## src/rtl/vic_pkg.sv

```systemverilog
package vic_pkg;

    localparam int NSRC     = 5;
    localparam int IDX_TRAP = 0;
    localparam int IDX_HI   = 1;
    localparam int IDX_MID  = 2;
    localparam int IDX_LO   = 3;
    localparam int IDX_EXT  = 4;

    typedef enum logic [1:0] {
        ST_IDLE  = 2'd0,
        ST_PEND  = 2'd1,
        ST_GRANT = 2'd2
    } state_e;

    // entry address at the middle of a restart slot
    function automatic int unsigned slot_vec(input int unsigned slot,
                                             input int unsigned bytes);
        return slot * bytes + bytes / 2;
    endfunction

endpackage

```

## src/rtl/vic_edge_catch.sv

```systemverilog
module vic_edge_catch #(
    parameter bit QUAL_LEVEL = 1'b0
) (
    input  logic clk_i,
    input  logic rst_ni,
    input  logic sig_i,
    input  logic clr_i,
    output logic pend_o
);
    logic prev_q;
    logic rise;

    assign rise = sig_i & ~prev_q;

    always_ff @(posedge clk_i) begin
        if (!rst_ni) prev_q <= 1'b0;
        else         prev_q <= sig_i;
    end

    generate
        if (QUAL_LEVEL) begin : g_qual
            // edge must still be backed by a high level to count
            logic hit_q;
            always_ff @(posedge clk_i) begin
                if (!rst_ni)                 hit_q <= 1'b0;
                else if (rise)               hit_q <= 1'b1;
                else if (clr_i || !sig_i)    hit_q <= 1'b0;
            end
            assign pend_o = hit_q & sig_i;
        end else begin : g_hold
            logic hit_q;
            always_ff @(posedge clk_i) begin
                if (!rst_ni)      hit_q <= 1'b0;
                else if (rise)    hit_q <= 1'b1;
                else if (clr_i)   hit_q <= 1'b0;
            end
            assign pend_o = hit_q;
        end
    endgenerate
endmodule

```

## src/rtl/vic_prio_pick.sv

```systemverilog
module vic_prio_pick #(
    parameter int N = 5
) (
    input  logic [N-1:0] req_i,
    output logic [N-1:0] pick_o,
    output logic         any_o
);
    logic [N:0] seen;

    assign seen[0] = 1'b0;

    generate
        for (genvar i = 0; i < N; i++) begin : g_chain
            assign pick_o[i]  = req_i[i] & ~seen[i];
            assign seen[i+1]  = seen[i] | req_i[i];
        end
    endgenerate

    assign any_o = seen[N];
endmodule

```

## src/rtl/vic_enable_ctl.sv

```systemverilog
module vic_enable_ctl #(
    parameter int MW = 3
) (
    input  logic          clk_i,
    input  logic          rst_ni,
    input  logic          ie_set_i,
    input  logic          ie_clr_i,
    input  logic          take_mask_i,
    input  logic          mask_we_i,
    input  logic [MW-1:0] mask_d_i,
    output logic          ie_o,
    output logic [MW-1:0] mask_o
);
    logic          ie_q;
    logic [MW-1:0] mask_q;

    always_ff @(posedge clk_i) begin
        if (!rst_ni)                       ie_q <= 1'b0;
        else if (ie_clr_i || take_mask_i)  ie_q <= 1'b0;
        else if (ie_set_i)                 ie_q <= 1'b1;
    end

    always_ff @(posedge clk_i) begin
        if (!rst_ni)        mask_q <= '1;
        else if (mask_we_i) mask_q <= mask_d_i;
    end

    assign ie_o   = ie_q;
    assign mask_o = mask_q;
endmodule

```

## src/rtl/vec_intc.sv

```systemverilog
module vec_intc #(
    parameter int VEC_W      = 16,
    parameter int SLOT_BYTES = 8,
    parameter int TRAP_SLOT  = 4,
    parameter int LO_SLOT    = 5,
    parameter int MID_SLOT   = 6,
    parameter int HI_SLOT    = 7
) (
    input  logic             clk_i,
    input  logic             rst_ni,
    input  logic             trap_i,
    input  logic             req_hi_i,
    input  logic             req_mid_i,
    input  logic             req_lo_i,
    input  logic             req_ext_i,
    input  logic             ie_set_i,
    input  logic             ie_clr_i,
    input  logic             mask_we_i,
    input  logic [2:0]       mask_d_i,
    input  logic             ack_i,
    output logic             irq_o,
    output logic [4:0]       grant_o,
    output logic [VEC_W-1:0] vec_o,
    output logic [6:0]       status_o
);
    import vic_pkg::*;

    localparam int MW = 3;
    localparam logic [VEC_W-1:0] VEC_TRAP = VEC_W'(slot_vec(TRAP_SLOT, SLOT_BYTES));
    localparam logic [VEC_W-1:0] VEC_HI   = VEC_W'(slot_vec(HI_SLOT,   SLOT_BYTES));
    localparam logic [VEC_W-1:0] VEC_MID  = VEC_W'(slot_vec(MID_SLOT,  SLOT_BYTES));
    localparam logic [VEC_W-1:0] VEC_LO   = VEC_W'(slot_vec(LO_SLOT,   SLOT_BYTES));
    localparam logic [VEC_W-1:0] VEC_TAB [NSRC] = '{VEC_TRAP, VEC_HI, VEC_MID, VEC_LO, '0};

    state_e            state_q, state_d;
    logic              trap_pend, hi_pend;
    logic              ie;
    logic [MW-1:0]     mask;
    logic [NSRC-1:0]   elig, pick, take_vec;
    logic              any_elig, take, take_mask;
    logic [NSRC-1:0]   grant_q;
    logic [VEC_W-1:0]  vec_q, vec_pick;

    // source capture
    vic_edge_catch #(.QUAL_LEVEL(1'b1)) u_trap (
        .clk_i (clk_i), .rst_ni (rst_ni), .sig_i (trap_i),
        .clr_i (take_vec[IDX_TRAP]), .pend_o (trap_pend)
    );

    vic_edge_catch #(.QUAL_LEVEL(1'b0)) u_hi (
        .clk_i (clk_i), .rst_ni (rst_ni), .sig_i (req_hi_i),
        .clr_i (take_vec[IDX_HI]), .pend_o (hi_pend)
    );

    vic_enable_ctl #(.MW(MW)) u_en (
        .clk_i       (clk_i),
        .rst_ni      (rst_ni),
        .ie_set_i    (ie_set_i),
        .ie_clr_i    (ie_clr_i),
        .take_mask_i (take_mask),
        .mask_we_i   (mask_we_i),
        .mask_d_i    (mask_d_i),
        .ie_o        (ie),
        .mask_o      (mask)
    );

    // eligibility in priority order
    assign elig[IDX_TRAP] = trap_pend;
    assign elig[IDX_HI]   = ie & ~mask[2] & hi_pend;
    assign elig[IDX_MID]  = ie & ~mask[1] & req_mid_i;
    assign elig[IDX_LO]   = ie & ~mask[0] & req_lo_i;
    assign elig[IDX_EXT]  = ie & req_ext_i;

    vic_prio_pick #(.N(NSRC)) u_pick (
        .req_i  (elig),
        .pick_o (pick),
        .any_o  (any_elig)
    );

    assign take      = (state_q == ST_PEND) & ack_i & any_elig;
    assign take_vec  = take ? pick : '0;
    assign take_mask = |take_vec[NSRC-1:1];

    always_comb begin
        vec_pick = '0;
        for (int i = 0; i < NSRC; i++) begin
            if (pick[i]) vec_pick = vec_pick | VEC_TAB[i];
        end
    end

    // state register
    always_ff @(posedge clk_i) begin
        if (!rst_ni) state_q <= ST_IDLE;
        else         state_q <= state_d;
    end

    always_comb begin
        state_d = state_q;
        unique case (state_q)
            ST_IDLE:  if (any_elig) state_d = ST_PEND;
            ST_PEND: begin
                if (!any_elig)  state_d = ST_IDLE;
                else if (ack_i) state_d = ST_GRANT;
            end
            ST_GRANT: state_d = any_elig ? ST_PEND : ST_IDLE;
            default:  state_d = ST_IDLE;
        endcase
    end

    // grant and vector registers
    always_ff @(posedge clk_i) begin
        if (!rst_ni) begin
            grant_q <= '0;
            vec_q   <= '0;
        end else begin
            grant_q <= take_vec;
            if (take) vec_q <= vec_pick;
        end
    end

    // outputs
    always_comb begin
        irq_o    = (state_q == ST_PEND);
        grant_o  = grant_q;
        vec_o    = vec_q;
        status_o = {hi_pend, req_mid_i, req_lo_i, ie, mask};
    end
endmodule

```

## config.mk

```make
export PLATFORM = sky130hd
export DESIGN_NAME = vec_intc
export DESIGN_NICKNAME = d
export VERILOG_FILES = /design/src/rtl/vic_pkg.sv /design/src/rtl/vic_edge_catch.sv /design/src/rtl/vic_prio_pick.sv /design/src/rtl/vic_enable_ctl.sv /design/src/rtl/vec_intc.sv
export SDC_FILE = /design/constraint.sdc
export NUM_CORES = 1
export LEC_CHECK = 0
export BUFFER_PORTS_ARGS = -buffer_cell sky130_fd_sc_hd__buf_2
export CAP_MARGIN = 20
export CORE_ASPECT_RATIO = 0.7
export CORE_UTILIZATION = 44
export DETAILED_ROUTE_END_ITERATION = 6
export GPL_ROUTABILITY_DRIVEN = 0
export PLACE_DENSITY = 0.78
export REMOVE_ABC_BUFFERS = 1
export SLEW_MARGIN = 20
export SYNTH_ARGS = -nofsm -noshare
export SYNTH_HDL_FRONTEND = slang
export SYNTH_HIERARCHICAL = 1
export SYNTH_SLANG_ARGS = --single-unit
```

## constraint.sdc

```tcl
create_clock -name clk_i -period 2 [get_ports clk_i]
set_input_delay 0.1 -clock clk_i [delete_from_list [all_inputs] [get_ports clk_i]]
set_output_delay 0.1 -clock clk_i [all_outputs]
set_load 0.01 [all_outputs]
```

; Yosys cells after proc, flatten, opt, wreduce, memory -nomap -nowiden
; Index checks and enable logic that the tools add are counted.
[totals]
elab_cells = 66
output_inout_bits = 29
regBits = 31
[classes]
muxes = 14
eq_ne = 4
n_reduce_logical = 9
bitwise_logic = 30
[ops]
columns = operator, n
row1 = 6-bit 2-to-1 mux, 4
row2 = 1-bit bitwise AND, 16
row3 = 1-bit inverter, 10
row4 = 2-bit 2-to-1 mux, 3
row5 = 2-bit case mux with 3 select lines, 1
row6 = 1-bit 2-to-1 mux, 5
row7 = 5-bit 2-to-1 mux, 1
row8 = 1-bit OR, 4
row9 = 2-bit nonzero test, 2
row10 = 4-bit OR reduction, 1
row11 = "3-bit inequality test, second input constant", 1
row12 = "2-bit by 1-bit == test with 1-bit output, second input constant", 1
row13 = "2-bit == test, second input constant", 1
row14 = 2-bit zero test, 1
row15 = 1-bit logical OR, 2
row16 = "2-bit inequality test, second input constant", 1
row17 = 2-bit AND reduction, 1
row18 = 2-bit OR reduction, 1
row19 = 1-bit zero test, 1

; Depth between registers and ports, before layout
[depth]
word_depth = 12
ltp_mapped = 9
ltp_nobuf = 8

; Hierarchy
; The synthesis kept the hierarchy.
[modules_own_cells]
columns = mod, instances, seq_area_each_um2, area_each_um2, cells_per_inst
row1 = vec_intc, 1, 200.2, 515.5, 56
row2 = vic_enable_ctl, 1, 80.1, 140.1, 12
row3 = vic_edge_catch (u_trap), 1, 40.0, 72.6, 6
row4 = vic_edge_catch (u_hi), 1, 40.0, 70.1, 6
row5 = vic_prio_pick, 1, 0.0, 55.1, 7

; Worst setup path before layout
; OpenSTA, ideal clock, no wires.
[synth_timing]
kind = register to register
startpoint = reg u_en.mask_q[0], in the netlist u_en/mask_o[0]
endpoint = reg u_trap.g_qual.hit_q
slack_ps = 317
arrival_time_ps = 1617
stages_incl_launch_ff = 9
required_time_ps = 1934
n_path_buf = 1
period_less_slack_ps = 1683
cell_sequence = dfxtp_1 -> and3b_1 -> nor4_2 -> nand2b_1 -> and4b_1 -> buf_4 -> and2_1 -> nand2b_1 -> a21boi_2
[synth_via]
elab_chain_cells = 9
[synth_lines]
columns = item, line_no
row1 = from (decl), vic_enable_ctl.sv:15  ; logic [MW-1:0] mask_q;
row2 = from (signal assigned), vic_enable_ctl.sv:25  ; else if (mask_we_i) mask_q <= mask_d_i;
row3 = 1-bit inverter, vec_intc.sv:71  ; assign elig[IDX_LO] = ie & ~mask[0] & req_lo_i;
row4 = 1-bit bitwise AND (2 in series), vec_intc.sv:71
row5 = via elig[3], vec_intc.sv:39  ; logic [NSRC-1:0] elig, pick, take_vec;
row6 = 1-bit OR (2 in series), vic_prio_pick.sv:15  ; assign seen[i+1] = seen[i] | req_i[i];
row7 = via any_elig, vec_intc.sv:40  ; logic any_elig, take, take_mask;
row8 = 1-bit bitwise AND, vec_intc.sv:80  ; assign take = (state_q == ST_PEND) & ack_i & any_elig;
row9 = 5-bit 2-to-1 mux, vec_intc.sv:81  ; assign take_vec = take ? pick : '0;
row10 = via take_vec[0], vec_intc.sv:39
row11 = 1-bit logical OR, vic_edge_catch.sv:27  ; else if (clr_i || !sig_i) hit_q <= 1'b0;
row12 = 2-bit nonzero test (no line), n/a
row13 = to (signal assigned), vic_edge_catch.sv:25  ; if (!rst_ni) hit_q <= 1'b0;
row14 = to (signal assigned), vic_edge_catch.sv:26  ; else if (rise) hit_q <= 1'b1;
row15 = to (signal assigned), vic_edge_catch.sv:27
row16 = to (decl), vic_edge_catch.sv:23  ; logic hit_q;
; The timed path passes the listed nets, and every way through them passes these cells.
; A chain may end at the register's enable or synchronous reset.

; Worst setup path in the final report
[layout_timing]
startpoint = reg u_trap.g_qual.hit_q
endpoint = reg u_hi.g_hold.hit_q, in the netlist u_hi/pend_o
[layout_via]
elab_chain_cells = 8
word_cells_on_any_way = 10
[layout_lines]
columns = item, line_no
row1 = 1-bit bitwise AND, vic_edge_catch.sv:29  ; assign pend_o = hit_q & sig_i;
row2 = via elig[0], vec_intc.sv:39
row3 = 1-bit OR (4 in series), vic_prio_pick.sv:15
row4 = via any_elig, vec_intc.sv:40
row5 = 1-bit bitwise AND, vec_intc.sv:80
row6 = 5-bit 2-to-1 mux, vec_intc.sv:81
row7 = via take_vec[1], vec_intc.sv:39
row8 = 2-bit nonzero test (no line), n/a
row9 = to (signal assigned), vic_edge_catch.sv:33  ; if (!rst_ni) hit_q <= 1'b0;
row10 = to (signal assigned), vic_edge_catch.sv:34  ; else if (rise) hit_q <= 1'b1;
row11 = to (signal assigned), vic_edge_catch.sv:35  ; else if (clr_i) hit_q <= 1'b0;
row12 = to (decl), vic_edge_catch.sv:31  ; logic hit_q;
; The timed path passes the listed nets, and every way through them passes these cells.

==> summary.md <==
| Metric | Value |
|---|---|
| Detailed placement HPWL | `between 1 and 1.5 mm` |
| Result of the run | `finished, final reports clean` |
| # rows | `12` |
| Relative slew margins | `approximately 54%` |
| Die width | `54.64 µm` |
| Sequential area share after synthesis | `between 40 and 50%` |
| Post-synth EDFFs | `0` |
| Main area contributors after synthesis | `dfxtp_1 42%, buf_4 17%, and2_1 8.1%, mux2i_1 3.5%, nand2b_1 2.9%` |
| Static Leak | `just over 0.5 nW` |
| Area grow syn2layout | `14.22%` |
| Antenna viol nets, final | `0` |
| CP Launch Type | `flip-flop` |
| Setup CP Type | `flip-flop to flip-flop` |
| Top post-synthesis cells by count | `19 x buf_4, 18 x dfxtp_1, 11 x and2_1` |
| Ant diodes | `0` |
| Cells after DPL | `between 100 and 150` |
| # nets final | `129` |
| Worst Skew | `about 0.0064 ns` |
| Htree depth | `1` |
| CP Capture Type | `flip-flop` |
| Distinct cells, synth | `25` |
| Core Area | `roughly 1700 µm²` |
| CP max stage cell | `dfxtp_1` |
| Fin. Hold Viols | `0` |
| Worst-margin pin slew | `around 0.69 ns` |
| CP Max Fanout | `9` |
| Final Cycle Share | `89.69%` |
| Cell count after synthesis | `87` |
| Crit path DAT | `a little over 2 ns` |
| Post-route DRC | `0` |
| Setup TNS | `0 ns` |
| Longest Clk Path Bufs | `2` |
| Clock Pin Slew Worst Setup and Hold Paths | `approximately 0.1 ns` |
| Max-cap check violation count | `0` |
| Yosys top cell area share | `42.23%` |
| Combinational group share of total power | `around 11%` |
| Clk sinks | `18` |
| Worst Hold Class | `primary input to flip-flop` |
| CP Cell Sequence | `and2_1, nor4_2, nand2b_1, and4b_1, and2_1, nand2b_1, a21boi_2` |
| CP peak stage delay | `roughly 0.32 ns` |
| Overflow after GRT | `0` |
| Clock Latency Late Sink | `between 0.2 and 0.3 ns` |
| Required time worst endpoint | `2.23 ns` |
| I/O pin total | `43` |
| Initial drt markers | `3` |
| Ratio of cells with drive above 1 in the final layout | `about a third` |
| RSZ-0062 raised after global routing | `false` |
| Syn avg cell area | `around 10 µm²` |
| P_int | `slightly above 0.0005 W` |
| Part of the power in registers | `~56%` |
| Crit path time final | `1.794 ns` |
| Antenna violations before repair | `0` |
| WL final | `about 1.6 mm` |
| Fin. max-slew vios | `0` |
| Cell area after synthesis | `853.3 µm²` |
| Vias | `about 630` |
| Area leader, netlist | `dfxtp_1` |
| Count leader, synth | `buf_4` |
| # setup viols final | `0` |
| Peak supply drop | `0.5659 mV` |
| Layout Cells excl Fill | `around 140` |
| Fill count | `between 150 and 200` |
| Ys Warns | `6` |
| Starting density of the core | `50.29%` |
| Synth Flop Type | `dfxtp_1` |
| Psw | `roughly 0.00016 W` |
| Routed vias/inst | `about 4.7` |
| Count of input and output buffers | `30` |
| CP delay by family, top | `simple AND/OR/NAND/NOR gates` |
| TritonCTS clock tree | `built` |
| Sw frac | `a little under a quarter` |
| Asr flop ratio synth | `0%` |
| PD cells | `between 600 and 700 nW/µm²` |
| Cts bufs inserted | `3` |
| Iteration count of the initial detailed-routing pass | `2` |
| DIE HEIGHT | `slightly below 40 µm` |
| Clock power share | `roughly 33%` |
| Global-route wire length before repair | `about 2.3 mm` |
| Vias in the first global route | `between 500 and 600` |
| Die area | `2122 µm²` |
| Highest clock rate | `roughly 560 MHz` |
| Largest net degree at the start of global routing | `13` |
| CTS Root Cell | `clkbuf_4` |
| Buf+Inv Stages, Crit Path | `0` |
| DR WL/cell | `around 12 µm` |
| Yosys reg bits | `18` |
| Gr usage total | `approximately 17%` |
[sequential cells by signal, summed over array words and instances, names as in the netlist]
register	count
grant_o	5
u_en/mask_o	3
vec_o	3
state_q	2
u_en/ie_o	1
u_hi/pend_o	1
u_hi/prev_q	1
u_trap/g_qual.hit_q	1
u_trap/prev_q	1
[power by group through the flow]
stage          logic [W]  registers, W  clock network (W)
2_1_floorplan  0.0000356      0.000387                  0
3_3_place_gp   0.0000693      0.000385                  0
3_5_place_dp   0.0000725      0.000385                  0
4_1_cts        0.0000739      0.000377           0.000228
5_1_grt        0.0000810      0.000379           0.000250
6_report       0.0000734      0.000377           0.000221
[layout make-up]
type                    count  area, µm²  area share (%)
well taps                  21      26.28           2.696
repair buffers             31      160.2           16.43
multi-input cells          61      391.6           40.18
flip-flops and latches     18      360.3           36.97
clock buffers               4      36.28           3.723
[cell families after synthesis]
| family | count (synthesis) | share of synthesized area (%) |
|---|---|---|
| AOI/OAI and AO/OA | 8 | 8.064 |
| buffers and inverters | 19 | 16.72 |
| DFF | 18 | 42.23 |
| muxes | 3 | 3.519 |
| other | 1 | 0.4395 |
| and+or+nand+nor | 38 | 29.03 |
[layer usage]
layer / GRT usage, % / routed length, µm / vias up
met3: 8.627 / 128 / 2
met4: 3.846 / 17 / 0
met1: 18.97 / 663 / 287
li1: - / - / 319
met5: 0 / 0 / -
met2: 27.11 / 744 / 25
[cells in the final DEF, fill, tap and decap left out, drive strengths merged, types with 2 or more instances in the layout]
| cell | n |
|---|---|
| nor4 | 2 |
| clkbuf | 4 |
| nor2 | 4 |
| a21boi | 2 |
| nor4b | 2 |
| nand2 | 6 |
| o211a | 2 |
| mux2i | 3 |
| o21ai | 2 |
| conb | 12 |
| dfxtp | 18 |
| nor2b | 2 |
| and3b | 2 |
| and2 | 12 |
| nand2b | 4 |
| buf | 30 |
[per-stage QoR]
step                worst slack [ns]  util (%)  hold WS (ns)  total power [W]  area (µm²)
finish                        0.2061     57.45       0.02248        0.0006713       974.7
detailed placement            0.2388     54.72        0.2851        0.0004573       928.4
global placement              0.3252     54.72        0.2733        0.0004541       928.4
global route                 0.07068     57.45      0.003064        0.0007092       974.7
floorplan                     0.3644         -        0.1619        0.0004227       752.0
CTS                           0.2077     57.45       0.01733        0.0006787       974.7
[path summary, 6_finish.rpt]
path              depth (start not counted)                              from  slack, ns                                to
setup / recovery                          7  u_trap/g_qual.hit_q$_SDFFE_PN0P_       0.21          u_hi/pend_o$_SDFFE_PN0P_
hold / removal                            2                          req_hi_i       0.02            u_hi/prev_q$_SDFF_PN0_
setup reg to reg                          7  u_trap/g_qual.hit_q$_SDFFE_PN0P_       0.21          u_hi/pend_o$_SDFFE_PN0P_
hold reg to reg                           1          u_trap/prev_q$_SDFF_PN0_       0.42  u_trap/g_qual.hit_q$_SDFFE_PN0P_
[what timing repair did]
action | 4_1_cts | 5_1_grt
endpoints found under the setup margin | 0 | 0
setup buffers | 0 | 0
gates resized for setup | 0 | 0
endpoints found under the hold margin | 1 | 0
hold buffers | 1 | 0
Note: power is estimated with default switching activity, not from simulation.
